File: config.mk
export PLATFORM = sky130hd
export DESIGN_NAME = pll_bringup_seq
export DESIGN_NICKNAME = d
export VERILOG_FILES = /design/src/rtl/pll_seq_pkg.sv /design/src/rtl/pll_lock_poll.sv /design/src/rtl/pll_seq_chan.sv /design/src/rtl/pll_bringup_seq.sv
export SDC_FILE = /design/constraint.sdc
export NUM_CORES = 1
export LEC_CHECK = 0
export ABC_AREA = 1
export CAP_MARGIN = 20
export CORE_MARGIN = 4
export CORE_UTILIZATION = 55
export CTS_BUF_LIST = sky130_fd_sc_hd__clkbuf_8
export DETAILED_ROUTE_END_ITERATION = 12
export PLACE_DENSITY = 0.75
export REMOVE_ABC_BUFFERS = 1
export SLEW_MARGIN = 10
export SYNTH_ARGS = -nofsm -noshare
export SYNTH_HDL_FRONTEND = slang
export SYNTH_SLANG_ARGS = --single-unit
File: constraint.sdc
create_clock -name clk -period 2 [get_ports clk]
set_clock_uncertainty 0.15 [all_clocks]
set_input_delay 0.2 -clock clk [delete_from_list [all_inputs] [get_ports clk]]
set_output_delay 0.2 -clock clk [all_outputs]
set_load 0.02 [all_outputs]
File: src/rtl/pll_seq_pkg.sv
package pll_seq_pkg;
  typedef enum logic [1:0] {
    STAT_IDLE   = 2'd0,
    STAT_BUSY   = 2'd1,
    STAT_LOCKED = 2'd2,
    STAT_TMO    = 2'd3
  } chan_stat_e;

  typedef enum logic [1:0] {
    PH_IDLE,
    PH_UP,
    PH_POLL,
    PH_DOWN
  } chan_phase_e;

  typedef enum logic {
    KIND_A,
    KIND_B
  } chan_kind_e;

  localparam int STEP_W = 2;

  // channel A control vector layout
  localparam int A_CTL_W   = 8;
  localparam int A_REFSEL0 = 0;
  localparam int A_REFBUF  = 4;
  localparam int A_TXREFEN = 5;
  localparam int A_TXREFSL = 6;
  localparam int A_RSTCTL  = 7;

  // channel B control vector layout
  localparam int B_CTL_W   = 6;
  localparam int B_PADOVR  = 0;
  localparam int B_PADIDDQ = 1;
  localparam int B_PWROVR  = 2;
  localparam int B_PLLIDDQ = 3;
  localparam int B_MODE    = 4;
  localparam int B_RSTCTL  = 5;
endpackage

File: src/rtl/pll_lock_poll.sv
module pll_lock_poll #(
  parameter int POLL_CYC  = 4,
  parameter int MAX_POLLS = 5
) (
  input  logic clk,
  input  logic rst_n,
  input  logic start,
  input  logic run,
  output logic tick,
  output logic last
);
  localparam int CNT_W = (POLL_CYC > 1) ? $clog2(POLL_CYC) : 1;
  localparam int IDX_W = (MAX_POLLS > 1) ? $clog2(MAX_POLLS) : 1;

  logic [CNT_W-1:0] cnt_q, cnt_d;
  logic [IDX_W-1:0] idx_q, idx_d;
  logic             cnt_en;

  assign tick = run && (cnt_q == CNT_W'(POLL_CYC - 1));
  assign last = (idx_q == IDX_W'(MAX_POLLS - 1));

  always_comb begin
    cnt_en = start || run;
    cnt_d  = cnt_q;
    idx_d  = idx_q;
    if (start) begin
      cnt_d = '0;
      idx_d = '0;
    end else if (tick) begin
      cnt_d = '0;
      idx_d = idx_q + IDX_W'(1);
    end else begin
      cnt_d = cnt_q + CNT_W'(1);
    end
  end

  always_ff @(posedge clk or negedge rst_n) begin
    if (!rst_n) begin
      cnt_q <= '0;
      idx_q <= '0;
    end else if (cnt_en) begin
      cnt_q <= cnt_d;
      idx_q <= idx_d;
    end
  end
endmodule

File: src/rtl/pll_seq_chan.sv
module pll_seq_chan
  import pll_seq_pkg::*;
#(
  parameter chan_kind_e      KIND      = KIND_A,
  parameter int              CTL_W     = A_CTL_W,
  parameter logic [CTL_W-1:0] CTL_RST  = '0,
  parameter int              POLL_CYC  = 4,
  parameter int              MAX_POLLS = 5
) (
  input  logic             clk,
  input  logic             rst_n,
  input  logic             on_req,
  input  logic             off_req,
  input  logic             lock,
  output logic [CTL_W-1:0] ctl,
  output logic             done,
  output logic [1:0]       status
);
  localparam int UP_STEPS = (KIND == KIND_A) ? 3 : 4;
  localparam int DN_STEPS = (KIND == KIND_A) ? 1 : 4;

  chan_phase_e       phase_q, phase_d;
  chan_stat_e        stat_q, stat_d;
  logic [STEP_W-1:0] step_q, step_d;
  logic [CTL_W-1:0]  ctl_q, ctl_d, ctl_up, ctl_dn;
  logic              done_q, done_d;
  logic              poll_start, poll_tick, poll_last;

  pll_lock_poll #(
    .POLL_CYC (POLL_CYC),
    .MAX_POLLS(MAX_POLLS)
  ) u_poll (
    .clk  (clk),
    .rst_n(rst_n),
    .start(poll_start),
    .run  (phase_q == PH_POLL),
    .tick (poll_tick),
    .last (poll_last)
  );

  // per-kind recipes: value of the control vector after the current step
  if (KIND == KIND_A) begin : g_recipe_a
    always_comb begin
      ctl_up = ctl_q;
      ctl_dn = ctl_q;
      case (step_q)
        2'd0:    ctl_up[A_REFSEL0 +: 4] = 4'h0;
        2'd1:    begin
                   ctl_up[A_REFBUF]  = 1'b1;
                   ctl_up[A_TXREFEN] = 1'b1;
                   ctl_up[A_TXREFSL] = 1'b1;
                 end
        default: ctl_up[A_RSTCTL] = 1'b1;
      endcase
      ctl_dn[A_RSTCTL] = 1'b0;
    end
  end else begin : g_recipe_b
    always_comb begin
      ctl_up = ctl_q;
      ctl_dn = ctl_q;
      case (step_q)
        2'd0: begin
          ctl_up[B_PADOVR]  = 1'b0;
          ctl_up[B_PADIDDQ] = 1'b0;
          ctl_dn[B_RSTCTL]  = 1'b0;
        end
        2'd1: begin
          ctl_up[B_PWROVR]  = 1'b0;
          ctl_up[B_PLLIDDQ] = 1'b0;
          ctl_dn[B_MODE]    = 1'b0;
        end
        2'd2: begin
          ctl_up[B_MODE]    = 1'b1;
          ctl_dn[B_PWROVR]  = 1'b1;
          ctl_dn[B_PLLIDDQ] = 1'b1;
        end
        default: begin
          ctl_up[B_RSTCTL]  = 1'b1;
          ctl_dn[B_PADOVR]  = 1'b1;
          ctl_dn[B_PADIDDQ] = 1'b1;
        end
      endcase
    end
  end

  always_comb begin
    phase_d    = phase_q;
    stat_d     = stat_q;
    step_d     = step_q;
    ctl_d      = ctl_q;
    done_d     = 1'b0;
    poll_start = 1'b0;
    case (phase_q)
      PH_IDLE: begin
        if (on_req) begin
          phase_d = PH_UP;
          step_d  = '0;
          stat_d  = STAT_BUSY;
        end else if (off_req) begin
          phase_d = PH_DOWN;
          step_d  = '0;
          stat_d  = STAT_BUSY;
        end
      end
      PH_UP: begin
        ctl_d  = ctl_up;
        step_d = step_q + STEP_W'(1);
        if (step_q == STEP_W'(UP_STEPS - 1)) begin
          phase_d    = PH_POLL;
          poll_start = 1'b1;
        end
      end
      PH_POLL: begin
        if (poll_tick && lock) begin
          phase_d = PH_IDLE;
          stat_d  = STAT_LOCKED;
          done_d  = 1'b1;
        end else if (poll_tick && poll_last) begin
          phase_d = PH_IDLE;
          stat_d  = STAT_TMO;
          done_d  = 1'b1;
        end
      end
      default: begin
        ctl_d  = ctl_dn;
        step_d = step_q + STEP_W'(1);
        if (step_q == STEP_W'(DN_STEPS - 1)) begin
          phase_d = PH_IDLE;
          stat_d  = STAT_IDLE;
          done_d  = 1'b1;
        end
      end
    endcase
  end

  always_ff @(posedge clk or negedge rst_n) begin
    if (!rst_n) begin
      phase_q <= PH_IDLE;
      stat_q  <= STAT_IDLE;
      step_q  <= '0;
      ctl_q   <= CTL_RST;
      done_q  <= 1'b0;
    end else begin
      phase_q <= phase_d;
      stat_q  <= stat_d;
      step_q  <= step_d;
      ctl_q   <= ctl_d;
      done_q  <= done_d;
    end
  end

  assign ctl    = ctl_q;
  assign done   = done_q;
  assign status = stat_q;
endmodule

File: src/rtl/pll_bringup_seq.sv
module pll_bringup_seq
  import pll_seq_pkg::*;
#(
  parameter int         POLL_CYC     = 20000,
  parameter int         TIMEOUT_CYC  = 5000000,
  parameter logic [3:0] A_REFSEL_RST = 4'hF
) (
  input  logic       clk,
  input  logic       rst_n,
  input  logic       a_on_req,
  input  logic       a_off_req,
  input  logic       a_lock,
  output logic [3:0] a_refsel,
  output logic       a_refbuf_en,
  output logic       a_txref_en,
  output logic       a_txref_sel,
  output logic       a_pll_rst_ctl,
  output logic       a_done,
  output logic [1:0] a_status,
  input  logic       b_on_req,
  input  logic       b_off_req,
  input  logic       b_lock,
  output logic       b_pad_iddq_ovrd,
  output logic       b_pad_iddq,
  output logic       b_pll_pwr_ovrd,
  output logic       b_pll_iddq,
  output logic       b_pll_mode,
  output logic       b_pll_rst_ctl,
  output logic       b_done,
  output logic [1:0] b_status
);
  localparam int MAX_POLLS = (TIMEOUT_CYC / POLL_CYC > 0) ? TIMEOUT_CYC / POLL_CYC : 1;
  localparam logic [A_CTL_W-1:0] A_RST = {4'b0000, A_REFSEL_RST};
  localparam logic [B_CTL_W-1:0] B_RST = 6'b001111;

  logic [A_CTL_W-1:0] a_ctl;
  logic [B_CTL_W-1:0] b_ctl;

  pll_seq_chan #(
    .KIND(KIND_A), .CTL_W(A_CTL_W), .CTL_RST(A_RST),
    .POLL_CYC(POLL_CYC), .MAX_POLLS(MAX_POLLS)
  ) u_chan_a (
    .clk(clk), .rst_n(rst_n), .on_req(a_on_req), .off_req(a_off_req),
    .lock(a_lock), .ctl(a_ctl), .done(a_done), .status(a_status)
  );

  pll_seq_chan #(
    .KIND(KIND_B), .CTL_W(B_CTL_W), .CTL_RST(B_RST),
    .POLL_CYC(POLL_CYC), .MAX_POLLS(MAX_POLLS)
  ) u_chan_b (
    .clk(clk), .rst_n(rst_n), .on_req(b_on_req), .off_req(b_off_req),
    .lock(b_lock), .ctl(b_ctl), .done(b_done), .status(b_status)
  );

  assign a_refsel        = a_ctl[A_REFSEL0 +: 4];
  assign a_refbuf_en     = a_ctl[A_REFBUF];
  assign a_txref_en      = a_ctl[A_TXREFEN];
  assign a_txref_sel     = a_ctl[A_TXREFSL];
  assign a_pll_rst_ctl   = a_ctl[A_RSTCTL];
  assign b_pad_iddq_ovrd = b_ctl[B_PADOVR];
  assign b_pad_iddq      = b_ctl[B_PADIDDQ];
  assign b_pll_pwr_ovrd  = b_ctl[B_PWROVR];
  assign b_pll_iddq      = b_ctl[B_PLLIDDQ];
  assign b_pll_mode      = b_ctl[B_MODE];
  assign b_pll_rst_ctl   = b_ctl[B_RSTCTL];
endmodule

==> flow_summary.toml, run 1 <==
[cells_and_area]
syn2layout_area_growth_pct = 14.35
fillers = 569
final_util_pct = 64.88
drive_gt1_share_pct = 9.108
finalNetCount = 545
diodes = 0

[detailed_routing]
ant_nets = 0
via_per_inst = 5.196
wl_per_cell_um = 12.63
drc = 0
firstDrtPassIters = 5
drt_iter0_markers = 195
vias = 3237
totalWireLength_mm = 7.869

[pwr]
seq_power_share_pct = 44.9
intPower_w = 0.002452
switchingPower_w = 0.001172
ir_drop_mv = 0.7223
p_per_area_mw_per_mm2 = 822.3
power_frac_comb_pct = 24.6
p_leak_nw = 2.038
p_sw_share_pct = 32.34
clock_power_share_pct = 30.5

[floorplanning]
fp-row-count = 30
core_area_sq_mm = 0.006794
ioPinCount = 28
die_area_sq_mm = 0.008413
dieHeight_um = 91.72
start_util_pct = 56.74
die_width_um = 91.72

[timing]
min_period_ns = 1.860
fmax_mhz = 537.5
timing.final.crit_share_pct = 93.02
hold_viol = 0
slew_headroom_pct = 73.16
setup_tns_ns = 0
rsz0062_at_grt = "false"
timing.final.ws_setup_ns = 0.1397
setup_viol = 0
maxSlewViolCount = 0
tightest_slew_ns = 0.3995

[logic_synthesis]
yosysTopAreaCellShare_pct = 41.54
yosysWarnings = 0
synth_area_sq_mm = 0.003855
synth_largest_area_cell = "dfrtp_1"
synthTopCellsByArea = "dfrtp_1 (42%), nand2_1 (9.9%), inv_1 (5.8%)"
synth_cells = 490
seq_area_frac_synth_pct = 43.59
synth_ff_type = "dfrtp_1"
avgSynthCellArea_sq_um = 7.867
yosys.cell_count.top_type = "nand2_1"
yosys-top-cells-count = "nand2_1 (102), dfrtp_1 (64), inv_1 (60)"
ys_types = 35
async_reset_ff_share_pct = 100.0
synth-seq-cells = 67
synth_edf_count = 0

[clock_tree]
cts_setup_buffers = 0
clkTransAtPathRegs_ns = 0.07
numClockSinks = 67
htreeDepth = 3
cts_root_buf = "clkbuf_8"
cts_tree = "done"
cts.path.max_buffers = 2
clock_latency_ns = 0.33
cts-buffers-inserted = 9

[placement]
place_congestion = 0.9075
hpwl_mm = 5.699
pre_cts_ws_ns = 0.1579
io_buffers = 27

[outcome]
run_status = "finished clean"

[worst_setup_path]
slowest_delay_ns = 0.62
critPathBufInv = 1
required_ns = 1.65
path_class = "flop to primary output"
cp_data_arrival_time_ns = 1.51
end_kind = "primary output"
cpMaxStageDelayCell = "clkdlybuf4s50_1"
critPathLaunchType = "flop"
critPathTopFamily = "buffers and inverters"
cp_cell_sequence = "clkdlybuf4s50_1"
crit_fanout = 5

[grt]
grt_pass1_wl_mm = 13.54
grt_overflow = 0
grt_pass1_vias = 3119
grt_max_degree = 68
grt_usage_pct = 19.60
antenna_found_initial = 0

[run]
cap_violations = 0

[worst_hold_path]
holdCritPathClass = "primary input to asynchronous set/reset pin"
-- flip-flops by register name, indices dropped and copies added, names as in the netlist, 2 cells and up --
| name | cells |
|---|---|
| u_chan_a.ctl | 3 |
| u_chan_a.phase_q | 2 |
| u_chan_a.status | 2 |
| u_chan_a.step_q | 2 |
| u_chan_a.u_poll.cnt_q | 15 |
| u_chan_a.u_poll.idx_q | 8 |
| u_chan_b.ctl | 4 |
| u_chan_b.phase_q | 2 |
| u_chan_b.status | 2 |
| u_chan_b.step_q | 2 |
| u_chan_b.u_poll.cnt_q | 15 |
| u_chan_b.u_poll.idx_q | 8 |
-- path summary, 6_finish.rpt --
kind	start	endpoint	slack, ns	cells past startpoint
hold / removal	rst_n	u_chan_b.ctl[4]	0.26	3
max in group asynchronous	rst_n	u_chan_a.ctl[2]	1.10	3
min in group clk	u_chan_b.status[1]	u_chan_b.status[1]	0.33	2
setup reg to reg	u_chan_b.u_poll.cnt_q[0]	u_chan_b.u_poll.idx_q[5]	0.19	7
hold reg to reg	u_chan_b.status[1]	u_chan_b.status[1]	0.33	2
setup / recovery	u_chan_a.ctl[2]	a_refsel[3]	0.14	1
-- placed cells by master (no fill, tap or decap), drive strengths merged, types with 3 or more instances in the layout --
cell	n
dfrtp	64
o21ai	37
buf	8
nand2	109
nand3	41
nand4	14
a21oi	20
nor3	24
o22ai	5
clkdlybuf4s50	26
xor2	9
clkbuf	11
nor2	61
ha	14
dfstp	3
inv	66
-- metrics by stage --
| step | std cells | power, W | area, sq um | hold slack, ns |
|---|---|---|---|---|
| finish | 623 | 0.003625 | 4408 | 0.2649 |
| global route | 623 | 0.003835 | 4408 | 0.3070 |
| CTS | 623 | 0.003657 | 4402 | 0.2833 |
| detailed placement | 607 | 0.002544 | 4198 | 0.09718 |
| global placement | 607 | 0.002512 | 4198 | 0.09901 |
| floorplan | 477 | 0.002174 | 3747 | -0.2456 |
-- routing by layer --
metal	routed length [um]	global-route usage [%]	vias up
li1	-	-	1656
met1	3620	24.54	1482
met2	3775	33.11	84
met3	341	4.840	15
met4	131	6.683	0
met5	0	0	-
-- power groups by stage --
stage	registers [W]	clock network, W	logic, W
3_3_place_gp	0.00164	0	0.000871
3_5_place_dp	0.00165	0	0.000898
2_1_floorplan	0.00171	0	0.000464
4_1_cts	0.00163	0.00113	0.000895
5_1_grt	0.00165	0.00120	0.000985
6_report	0.00163	0.00111	0.000892
-- cell families (layout without fill, tap and decap cells) --
kind of cell / count (synthesis) / count (layout) / synth area share, %
AOI/OAI and AO/OA: 66 / 66 / 9.283
buffers and inverters: 78 / 115 / 9.120
xor gates and xnor gates: 10 / 10 / 2.272
and+or+nand+nor: 255 / 255 / 31.19
DFF: 67 / 67 / 43.59
adders and majority gates: 14 / 14 / 4.544
-- repair_timing --
| action | in CTS | in global routing |
|---|---|---|
| hold buffers | 1 | 0 |
| endpoints found under the setup margin | 0 | 4 |
| endpoints found under the hold margin | 64 | 0 |
| resized for setup | 0 | 2 |
-- final cells by class --
class                           count  area (sq um)  area share (%)
Tap cell                           96         120.1           2.725
Inverter                           65         244.0           5.535
Sequential cell                    67          1682           38.15
Multi-Input combinational cell    345          1828           41.47
Clock buffer                       11         151.4           3.435
Clock inverter                      4         42.54          0.9651
Timing Repair Buffer               35         340.3           7.721
(Power assumes the default switching activity.)
==> inputs of run 2 (changes only) <==
Settings changed: CTS_CLUSTER_SIZE set to 25, SLEW_MARGIN 10 to 20.
==> results of run 2 <==
No change in the layout: final DEF, timing and power equal those of run 1.
==> inputs of run 3 (changes only) <==
Settings changed: CAP_MARGIN 20 to not set.
==> results of run 3 <==
No change in the layout: final DEF, timing and power equal those of run 1.
